### src/rtl/uart_lsr_pkg.sv
package uart_lsr_pkg;
    localparam int DATA_W = 8;
    localparam logic [2:0] ADDR_DATA = 3'd0;
    localparam logic [2:0] ADDR_STAT = 3'd5;

    typedef struct packed {
        logic [DATA_W-1:0] data;
        logic              pe;
        logic              fe;
        logic              bi;
    } rx_char_t;
endpackage

### src/rtl/uart_rx_tagfifo.sv
module uart_rx_tagfifo
    import uart_lsr_pkg::*;
#(
    parameter int DEPTH = 16,
    localparam int PTR_W = (DEPTH > 1) ? $clog2(DEPTH) : 1,
    localparam int CNT_W = $clog2(DEPTH + 1)
) (
    input  logic             clk,
    input  logic             rst_n,
    input  logic             fifo_mode,
    input  logic             push_valid,
    input  rx_char_t         push_char,
    input  logic             pop,
    output rx_char_t         head,
    output logic [CNT_W-1:0] count,
    output logic             overrun,
    output logic             head_change,
    output logic             err_any_next
);
    typedef struct packed {
        logic [PTR_W-1:0] wr_ptr;
        logic [PTR_W-1:0] rd_ptr;
        logic [CNT_W-1:0] cnt;
        logic [CNT_W-1:0] err_cnt;
    } fifo_state_t;

    fifo_state_t st_d, st_q;
    rx_char_t    mem [DEPTH];
    logic        full, do_push, do_pop, push_err, head_err;

    always_comb begin
        st_d     = st_q;
        full     = fifo_mode ? (st_q.cnt == CNT_W'(DEPTH)) : (st_q.cnt != '0);
        do_push  = push_valid & ~full;
        do_pop   = pop & (st_q.cnt != '0);
        overrun  = push_valid & full;
        push_err = push_char.pe | push_char.fe | push_char.bi;
        head     = mem[st_q.rd_ptr];
        head_err = head.pe | head.fe | head.bi;
        head_change = do_pop | (do_push & (st_q.cnt == '0));

        if (do_push)
            st_d.wr_ptr = (st_q.wr_ptr == PTR_W'(DEPTH - 1)) ? '0 : st_q.wr_ptr + 1'b1;
        if (do_pop)
            st_d.rd_ptr = (st_q.rd_ptr == PTR_W'(DEPTH - 1)) ? '0 : st_q.rd_ptr + 1'b1;
        st_d.cnt     = st_q.cnt + CNT_W'(do_push) - CNT_W'(do_pop);
        st_d.err_cnt = st_q.err_cnt + CNT_W'(do_push & push_err)
                                    - CNT_W'(do_pop & head_err);
        err_any_next = (st_d.err_cnt != '0);
        count        = st_q.cnt;
    end

    always_ff @(posedge clk or negedge rst_n) begin
        if (!rst_n) st_q <= '0;
        else        st_q <= st_d;
    end

    always_ff @(posedge clk) begin
        if (do_push) mem[st_q.wr_ptr] <= push_char;
    end
endmodule

### src/rtl/uart_tx_occupancy.sv
module uart_tx_occupancy #(
    parameter int DEPTH = 16,
    localparam int CNT_W = $clog2(DEPTH + 1)
) (
    input  logic clk,
    input  logic rst_n,
    input  logic fifo_mode,
    input  logic wr,
    input  logic load,
    input  logic sent,
    output logic hold_empty,
    output logic tx_empty
);
    typedef struct packed {
        logic [CNT_W-1:0] cnt;
        logic             busy;
    } tx_state_t;

    tx_state_t st_d, st_q;
    logic      full, do_wr, do_load;

    always_comb begin
        st_d    = st_q;
        full    = fifo_mode ? (st_q.cnt == CNT_W'(DEPTH)) : (st_q.cnt != '0);
        do_wr   = wr & ~full;
        do_load = load & (st_q.cnt != '0) & ~st_q.busy;
        st_d.cnt = st_q.cnt + CNT_W'(do_wr) - CNT_W'(do_load);
        if (do_load)   st_d.busy = 1'b1;
        else if (sent) st_d.busy = 1'b0;
        hold_empty = (st_q.cnt == '0);
        tx_empty   = hold_empty & ~st_q.busy;
    end

    always_ff @(posedge clk or negedge rst_n) begin
        if (!rst_n) st_q <= '0;
        else        st_q <= st_d;
    end
endmodule

### src/rtl/uart_lsr_core.sv
module uart_lsr_core
    import uart_lsr_pkg::*;
#(
    parameter int RX_DEPTH = 16,
    parameter int TX_DEPTH = 16,
    localparam int RX_CNT_W = $clog2(RX_DEPTH + 1)
) (
    input  logic              clk,
    input  logic              rst_n,
    input  logic              fifo_mode,
    input  logic              rx_valid,
    input  logic [DATA_W-1:0] rx_data,
    input  logic              rx_parity_err,
    input  logic              rx_frame_err,
    input  logic              rx_break,
    input  logic              tx_write,
    input  logic              tx_load,
    input  logic              tx_sent,
    input  logic              rd_en,
    input  logic [2:0]        rd_addr,
    output logic [7:0]        rd_data,
    output logic              line_irq
);
    typedef struct packed {
        logic oe;
        logic tag_hidden;
        logic eif;
    } lsr_state_t;

    lsr_state_t         st_d, st_q;
    rx_char_t           in_char, head;
    logic [RX_CNT_W-1:0] rx_count;
    logic               overrun, head_change, err_any_next;
    logic               hold_empty, tx_empty;
    logic               stat_rd, data_rd, dready;
    logic               show_bi, show_fe, show_pe;
    logic [7:0]         lsr;
    logic               oe_flag, eif_flag;

    assign in_char = '{data: rx_data, pe: rx_parity_err, fe: rx_frame_err, bi: rx_break};
    assign stat_rd = rd_en & (rd_addr == ADDR_STAT);
    assign data_rd = rd_en & (rd_addr == ADDR_DATA);

    uart_rx_tagfifo #(.DEPTH(RX_DEPTH)) u_rxq (
        .clk(clk), .rst_n(rst_n), .fifo_mode(fifo_mode),
        .push_valid(rx_valid), .push_char(in_char), .pop(data_rd),
        .head(head), .count(rx_count), .overrun(overrun),
        .head_change(head_change), .err_any_next(err_any_next)
    );

    uart_tx_occupancy #(.DEPTH(TX_DEPTH)) u_txo (
        .clk(clk), .rst_n(rst_n), .fifo_mode(fifo_mode),
        .wr(tx_write), .load(tx_load), .sent(tx_sent),
        .hold_empty(hold_empty), .tx_empty(tx_empty)
    );

    always_comb begin
        st_d = st_q;
        st_d.oe  = overrun | (st_q.oe & ~stat_rd);
        st_d.eif = err_any_next | (st_q.eif & ~stat_rd);
        if (head_change)  st_d.tag_hidden = 1'b0;
        else if (stat_rd) st_d.tag_hidden = 1'b1;

        dready  = (rx_count != '0);
        show_bi = dready & ~st_q.tag_hidden & head.bi;
        show_fe = dready & ~st_q.tag_hidden & head.fe;
        show_pe = dready & ~st_q.tag_hidden & head.pe;
        lsr = {fifo_mode & st_q.eif, tx_empty, hold_empty,
               show_bi, show_fe, show_pe, st_q.oe, dready};

        if (stat_rd)      rd_data = lsr;
        else if (data_rd) rd_data = dready ? head.data : '0;
        else              rd_data = '0;
        line_irq = st_q.oe | show_pe | show_fe | show_bi;
    end

    always_ff @(posedge clk or negedge rst_n) begin
        if (!rst_n) st_q <= '0;
        else        st_q <= st_d;
    end

    assign oe_flag  = st_q.oe;
    assign eif_flag = st_q.eif;
endmodule

### config.mk
export PLATFORM = sky130hd
export DESIGN_NAME = uart_lsr_core
export DESIGN_NICKNAME = d
export VERILOG_FILES = /design/src/rtl/uart_lsr_pkg.sv /design/src/rtl/uart_rx_tagfifo.sv /design/src/rtl/uart_tx_occupancy.sv /design/src/rtl/uart_lsr_core.sv
export SDC_FILE = /design/constraint.sdc
export NUM_CORES = 1
export LEC_CHECK = 0
export ABC_AREA = 1
export CORE_UTILIZATION = 55
export CTS_BUF_LIST = sky130_fd_sc_hd__clkbuf_8 sky130_fd_sc_hd__clkbuf_16
export DETAILED_ROUTE_END_ITERATION = 12
export PLACE_DENSITY_LB_ADDON = 0.1
export RECOVER_POWER = 25
export SLEW_MARGIN = 20
export SYNTH_ARGS = -nofsm -noshare
export SYNTH_HDL_FRONTEND = slang
export SYNTH_HIERARCHICAL = 1
export SYNTH_SLANG_ARGS = --single-unit
### constraint.sdc
create_clock -name clk -period 3.8 [get_ports clk]
set_input_delay 0.95 -clock clk [delete_from_list [all_inputs] [get_ports clk]]
set_output_delay 0.95 -clock clk [all_outputs]
set_load 0.005 [all_outputs]
# Word level (Yosys, flattened, before mapping)
# Memory sizes are Yosys's and may differ from the RTL's.
# Index checks and enable logic that the tools add are counted.
[totals]
regBits = 27
ram_bits = 176
inputBits = 22
out_inout_bits = 9
elab_cells = 78
mem_count = 1
[classes]
add_sub_neg = 8
n_eq_ne = 5
muxes = 13
n_bitwise = 34
reduce_logical = 8
[mem_list]
columns = ["name", "words", "width", "read_ports", "rd_ports_with_merged_regs", "wr", "line_no", "rtl"]
rows = [
  ["u_rxq.mem", 16, 11, 1, 0, 1, "uart_rx_tagfifo.sv:28", "rx_char_t mem [DEPTH];"],
]
[ops]
columns = ["op", "count"]
rows = [
  ["8-bit 2-to-1 mux", 3],
  ["1-bit AND", 19],
  ["5-bit nonzero test", 3],
  ["5-bit by 1-bit adder with 5-bit output", 2],
  ["5-bit equality test (second input constant)", 2],
  ["5-bit zero test", 2],
  ["1-bit OR", 10],
  ["5-bit by 1-bit subtractor with 5-bit output", 2],
  ["4-bit by 1-bit adder with 4-bit output (second input constant)", 2],
  ["4-bit equality test (second input constant)", 2],
  ["1-bit 2-to-1 mux", 8],
  ["4-bit 2-to-1 mux", 2],
  ["5-bit adder", 1],
  ["1-bit NOT", 5],
  ["5-bit subtractor", 1],
  ["2-bit nonzero test", 2],
  ["3-bit equality test (second input constant)", 1],
  ["3-bit zero test", 1],
]

# Depth between registers and ports, before layout
[depth]
depth_word = 9
ltp_mapped = 21
depth_no_buf = 19

# Modules after synthesis
# The synthesis kept the hierarchy.
[modules_own_cells]
columns = ["module", "n_inst", "cells_each", "area_each_um2", "seq_area_each_um2"]
rows = [
  ["uart_rx_tagfifo", 1, 684, 8225.4, 5735.5],
  ["uart_tx_occupancy", 1, 52, 425.4, 150.1],
  ["uart_lsr_core", 1, 43, 285.3, 75.1],
]

# Worst setup path after synthesis
# No wires, ideal clock.
[synth_path]
kind = "in2reg"
start = "in rd_addr[1]"
end = "reg st_q (netlist bit eif_flag)"
setup_ns = 0.118
t_arrival_ns = 2.880
required_time_ns = 3.682
slack_ns = 0.802
path_stages = 12
n_path_buf = 0
path_cell_list = "inv_1 > nand2_2 > nor3_4 > nand2_1 > a21oi_2 > ha_1 > inv_1 > ha_1 > fa_1 > nor4_1 > nand2_1 > a21o_1"
[synth_lines]
columns = ["item", "line_no", "rtl"]
rows = [
  ["from (decl)", "uart_lsr_core.sv:20", "input logic [2:0] rd_addr,"],
  ["to (signal assigned)", "uart_lsr_core.sv:79", "else st_q <= st_d;"],
  ["to (decl)", "uart_lsr_core.sv:30", "lsr_state_t st_d, st_q;"],
]

==> insert_results.sql <==
INSERT INTO impl_metrics (metric_group, metric, value, unit) VALUES
('outcome', 'outcome', 'finished, violations left', ''),
('outcome', 'violations', 'capacitance limit, slew limit', ''),
('clocking', 'ctsRootBufferMaster', 'sky130_fd_sc_hd__clkbuf_16', ''),
('routing', 'drtIter0Drc', '584', ''),
('timing', 'min_period_over_period', '97.0', '%'),
('power_and_ir_drop', 'powerDensity', '728', 'nW/um2'),
('clocking', 'clkSinkCount', '203', ''),
('hold_path', 'min-delay-start', 'u_txo/st_q[1]', ''),
('synth', 'mean_instance_size_in_the_synthesized_netlist', '11.5', 'um2'),
('job', 'cap_violations', '1', ''),
('floorplan', 'starting_density_of_the_core', '56.3', '%'),
('global_route', 'grt_max_degree', '71', ''),
('global_route', 'grt_pass1_wl', '30.6', 'mm'),
('power_and_ir_drop', 'p_leak', '0.00393', 'uW'),
('synth', 'synthDistinctLibCells', '38', ''),
('global_route', 'antenna_found_initial', '0', ''),
('synth', 'synth.top_cell.area_share', '59.1', '%'),
('floorplan', 'floorplan.die.height', '129', 'um'),
('worst_setup_path', 'max_fo_critical_path', '35', ''),
('timing', 'finClkSkew', '5.14', 'ps'),
('worst_setup_path', 'critical_path.reg2reg.startpoint', 'u_rxq/st_q[10]', ''),
('worst_setup_path', 'worst_r2r_end', 'eif_flag', ''),
('synth', 'syn_area', '8940', 'um2'),
('hold_path', 'worstHoldPathCells', '1', ''),
('worst_setup_path', 'reg2regPathDepth', '20', ''),
('synth', 'synth-seq-cells', '203', ''),
('routing', 'detailedRoute.firstPassIterationCount', '5', ''),
('synth', 'synth_sequential_area_ratio', '66.7', '%'),
('timing', 'slew_violations', '28', ''),
('clocking', 'ctsLongestPathBuffers', '3', ''),
('placed_design', 'dp_slack', '250', 'ps'),
('routing', 'wl_per_cell', '18.9', 'um'),
('floorplan', 'pin_count', '31', ''),
('routing', 'ant_nets', '0', ''),
('clocking', 'cts.clk_slew.worst_paths', '60', 'ps'),
('routing', 'route.final.wire_length', '19.9', 'mm'),
('synth', 'edff_count_synth', '176', ''),
('synth', 'synth_top_flop_cell', 'sky130_fd_sc_hd__edfxtp_1', ''),
('timing', 'maximum_operating_frequency', '271', 'MHz'),
('floorplan', 'die_x', '129', 'um'),
('placed_design', 'placed_wire_length_estimate_after_detailed_placement', '12.4', 'mm'),
('power_and_ir_drop', 'vdd_ir_drop_max', '0.000478', 'V'),
('synth', 'synthesized_netlist_cell_count', '779', ''),
('hold_path', 'hold_path_class', 'flop to flop', ''),
('worst_setup_path', 'setup.worst_path.class', 'flop to output pin', ''),
('synth', 'asyncSetResetFlopFracSynth', '13.3', '%'),
('synth', 'yosys_warnings', '6', ''),
('layout', 'final_layout_size_suffix_gt1_share', '9.30', '%'),
('layout', 'area_growth_syn_to_layout', '14.4', '%'),
('clocking', 'worst_skew_pair.late_latency', '490', 'ps'),
('floorplan', 'die-area', '16800', 'um2'),
('timing', 'post-route-min-period', '3690', 'ps'),
('global_route', 'grtUsageTotal', '24.7', '%'),
('worst_setup_path', 'worst_path_most_repeated_cell', 'sky130_fd_sc_hd__nand3_1', ''),
('worst_setup_path', 'worst-endpoint-arrival', '2740', 'ps'),
('timing', 'min_setup_slack_post_route', '114', 'ps'),
('power_and_ir_drop', 'report.power.total', '7440', 'uW'),
('floorplan', 'row_count', '46', ''),
('clocking', 'cts_htree_levels', '1', ''),
('layout', 'regArea', '5960', 'um2'),
('timing', 'max_slew.worst_pin.slew', '1590', 'ps'),
('layout', 'finish.net_count', '872', ''),
('worst_setup_path', 'endpoint_kind', 'output pin', ''),
('synth', 'netlist.top_cell.by_area', 'sky130_fd_sc_hd__edfxtp_1', ''),
('layout', 'post_layout_nonfiller_instances', '1055', ''),
('synth', 'post_synth_main_area_contributors', 'sky130_fd_sc_hd__edfxtp_1 (59%), sky130_fd_sc_hd__dfrtp_1 (7.6%), sky130_fd_sc_hd__nand2_1 (5.0%), sky130_fd_sc_hd__nor2_1 (4.3%), sky130_fd_sc_hd__o21ai_0 (3.6%)', ''),
('timing', 'worst_slew_margin_relative_to_its_limit', '-5.90', '%'),
('routing', 'final_routed_drc_violation_total', '0', ''),
('routing', 'vias', '5872', ''),
('global_route', 'first_global_vias', '5638', ''),
('worst_setup_path', 'timing.critical_path.from_type', 'flop', '');
-- metal layers --
metal	track usage, %	part of all wire [%]	vias up
li1	-	-	2784
met1	35.8	44	2846
met2	37.7	46	201
met3	4.95	6.9	41
met4	8.48	2.8	0
met5	0	0	-
-- timing repair --
item                                    4_1_cts  5_1_grt
buffers inserted                              0        2
hold buffers                                  0        0
endpoints found under the setup margin        7        9
pin swaps                                     0        1
gates cloned                                  0        1
gates resized for setup                       4       20
-- cells by family after synthesis --
kind of cell,synth area share (%)
buffers and inverters,6.31
XOR/XNOR,1.27
AO/OA/AOI/OAI,8.51
adder cells (fa/ha/maj),3.75
AND/OR/NAND/NOR,13.4
flip-flops,66.7
-- final cells by class --
cell class	instances	share of cell area [%]
Multi-Input combinational cell	458	23.7
Clock inverter	14	0.869
Timing Repair inverter	1	0.110
Tap cell	216	2.64
Clock buffer	23	5.41
Sequential cell	203	58.3
Inverter	79	3.17
Timing Repair Buffer	61	5.79
-- flip-flops by register name, indices dropped and copies added (netlist names) --
| register | flops |
|---|---|
| oe_flag | 1 |
| u_rxq/st_q | 13 |
| u_rxq/mem | 176 |
| u_rxq/count | 5 |
| eif_flag | 1 |
| u_txo/st_q | 6 |
| st_q | 1 |
-- cell usage after synthesis, types with 3 or more instances --
| cell type | n |
|---|---|
| sky130_fd_sc_hd__xnor2_1 | 5 |
| sky130_fd_sc_hd__inv_2 | 4 |
| sky130_fd_sc_hd__o21ai_1 | 20 |
| sky130_fd_sc_hd__fa_1 | 3 |
| sky130_fd_sc_hd__o22ai_1 | 17 |
| sky130_fd_sc_hd__dfrtp_1 | 27 |
| sky130_fd_sc_hd__buf_2 | 16 |
| sky130_fd_sc_hd__xor2_1 | 8 |
| sky130_fd_sc_hd__o211ai_1 | 3 |
| sky130_fd_sc_hd__inv_1 | 71 |
| sky130_fd_sc_hd__buf_6 | 7 |
| sky130_fd_sc_hd__nand2_1 | 118 |
| sky130_fd_sc_hd__ha_1 | 22 |
| sky130_fd_sc_hd__edfxtp_1 | 176 |
| sky130_fd_sc_hd__buf_4 | 11 |
| sky130_fd_sc_hd__nand3_1 | 58 |
| sky130_fd_sc_hd__nor2_1 | 102 |
| sky130_fd_sc_hd__a21oi_1 | 7 |
| sky130_fd_sc_hd__clkbuf_1 | 3 |
| sky130_fd_sc_hd__o21ai_0 | 65 |
| sky130_fd_sc_hd__o221ai_1 | 15 |
-- cell usage in the layout, fill, tap and decap left out, types with 3 or more instances in the layout --
cell type,n
sky130_fd_sc_hd__edfxtp_1,176
sky130_fd_sc_hd__dlygate4sd3_1,7
sky130_fd_sc_hd__clkdlybuf4s50_1,23
sky130_fd_sc_hd__o21ai_0,65
sky130_fd_sc_hd__clkinv_2,7
sky130_fd_sc_hd__nand3_1,57
sky130_fd_sc_hd__nand2_1,118
sky130_fd_sc_hd__fa_1,3
sky130_fd_sc_hd__o221ai_1,15
sky130_fd_sc_hd__clkinv_1,6
sky130_fd_sc_hd__a21oi_1,7
sky130_fd_sc_hd__clkbuf_16,21
sky130_fd_sc_hd__clkbuf_1,4
sky130_fd_sc_hd__buf_12,5
sky130_fd_sc_hd__o211ai_1,3
sky130_fd_sc_hd__inv_1,72
sky130_fd_sc_hd__buf_4,20
sky130_fd_sc_hd__xnor2_1,5
sky130_fd_sc_hd__inv_2,3
sky130_fd_sc_hd__o21ai_1,20
sky130_fd_sc_hd__xor2_1,8
sky130_fd_sc_hd__o22ai_1,17
sky130_fd_sc_hd__dfrtp_1,25
sky130_fd_sc_hd__nor2_1,101
sky130_fd_sc_hd__ha_1,22
-- metrics by stage --
step	hold WS (ps)	utilization, %	area (um2)
floorplan	454	-	8940
global placement	486	59.7	9480
detailed placement	489	59.7	9480
CTS	503	63.8	10100
global route	515	64.3	10200
finish	506	64.3	10200
-- power by group --
part	internal, uW	leakage, uW	switching, uW
Clock	1110	0.000325	799
Combinational	930	0.00171	1770
Sequential	2680	0.00190	155
Total	4720	0.00393	2720
-- worst max-delay path, delay by kind of cell (launching register included) --
kind,cells,cell delay [ps]
compound gates,2,330
buf+inv,4,960
flops,1,460
simple gates,4,490
-- how the worst max path moves through the flow --
stage	start	endpoint	slack [ps]
after floorplan	rd_addr[1]	eif_flag	800
after global placement	rd_addr[2]	rd_data[7]	270
after detailed placement	rd_addr[2]	rd_data[7]	250
after CTS	u_rxq/st_q[10]	rd_data[2]	3
after global routing	u_rxq/st_q[11]	rd_data[1]	-2
final	u_rxq/st_q[10]	rd_data[0]	110
Note: power is estimated with default switching activity, not from simulation.
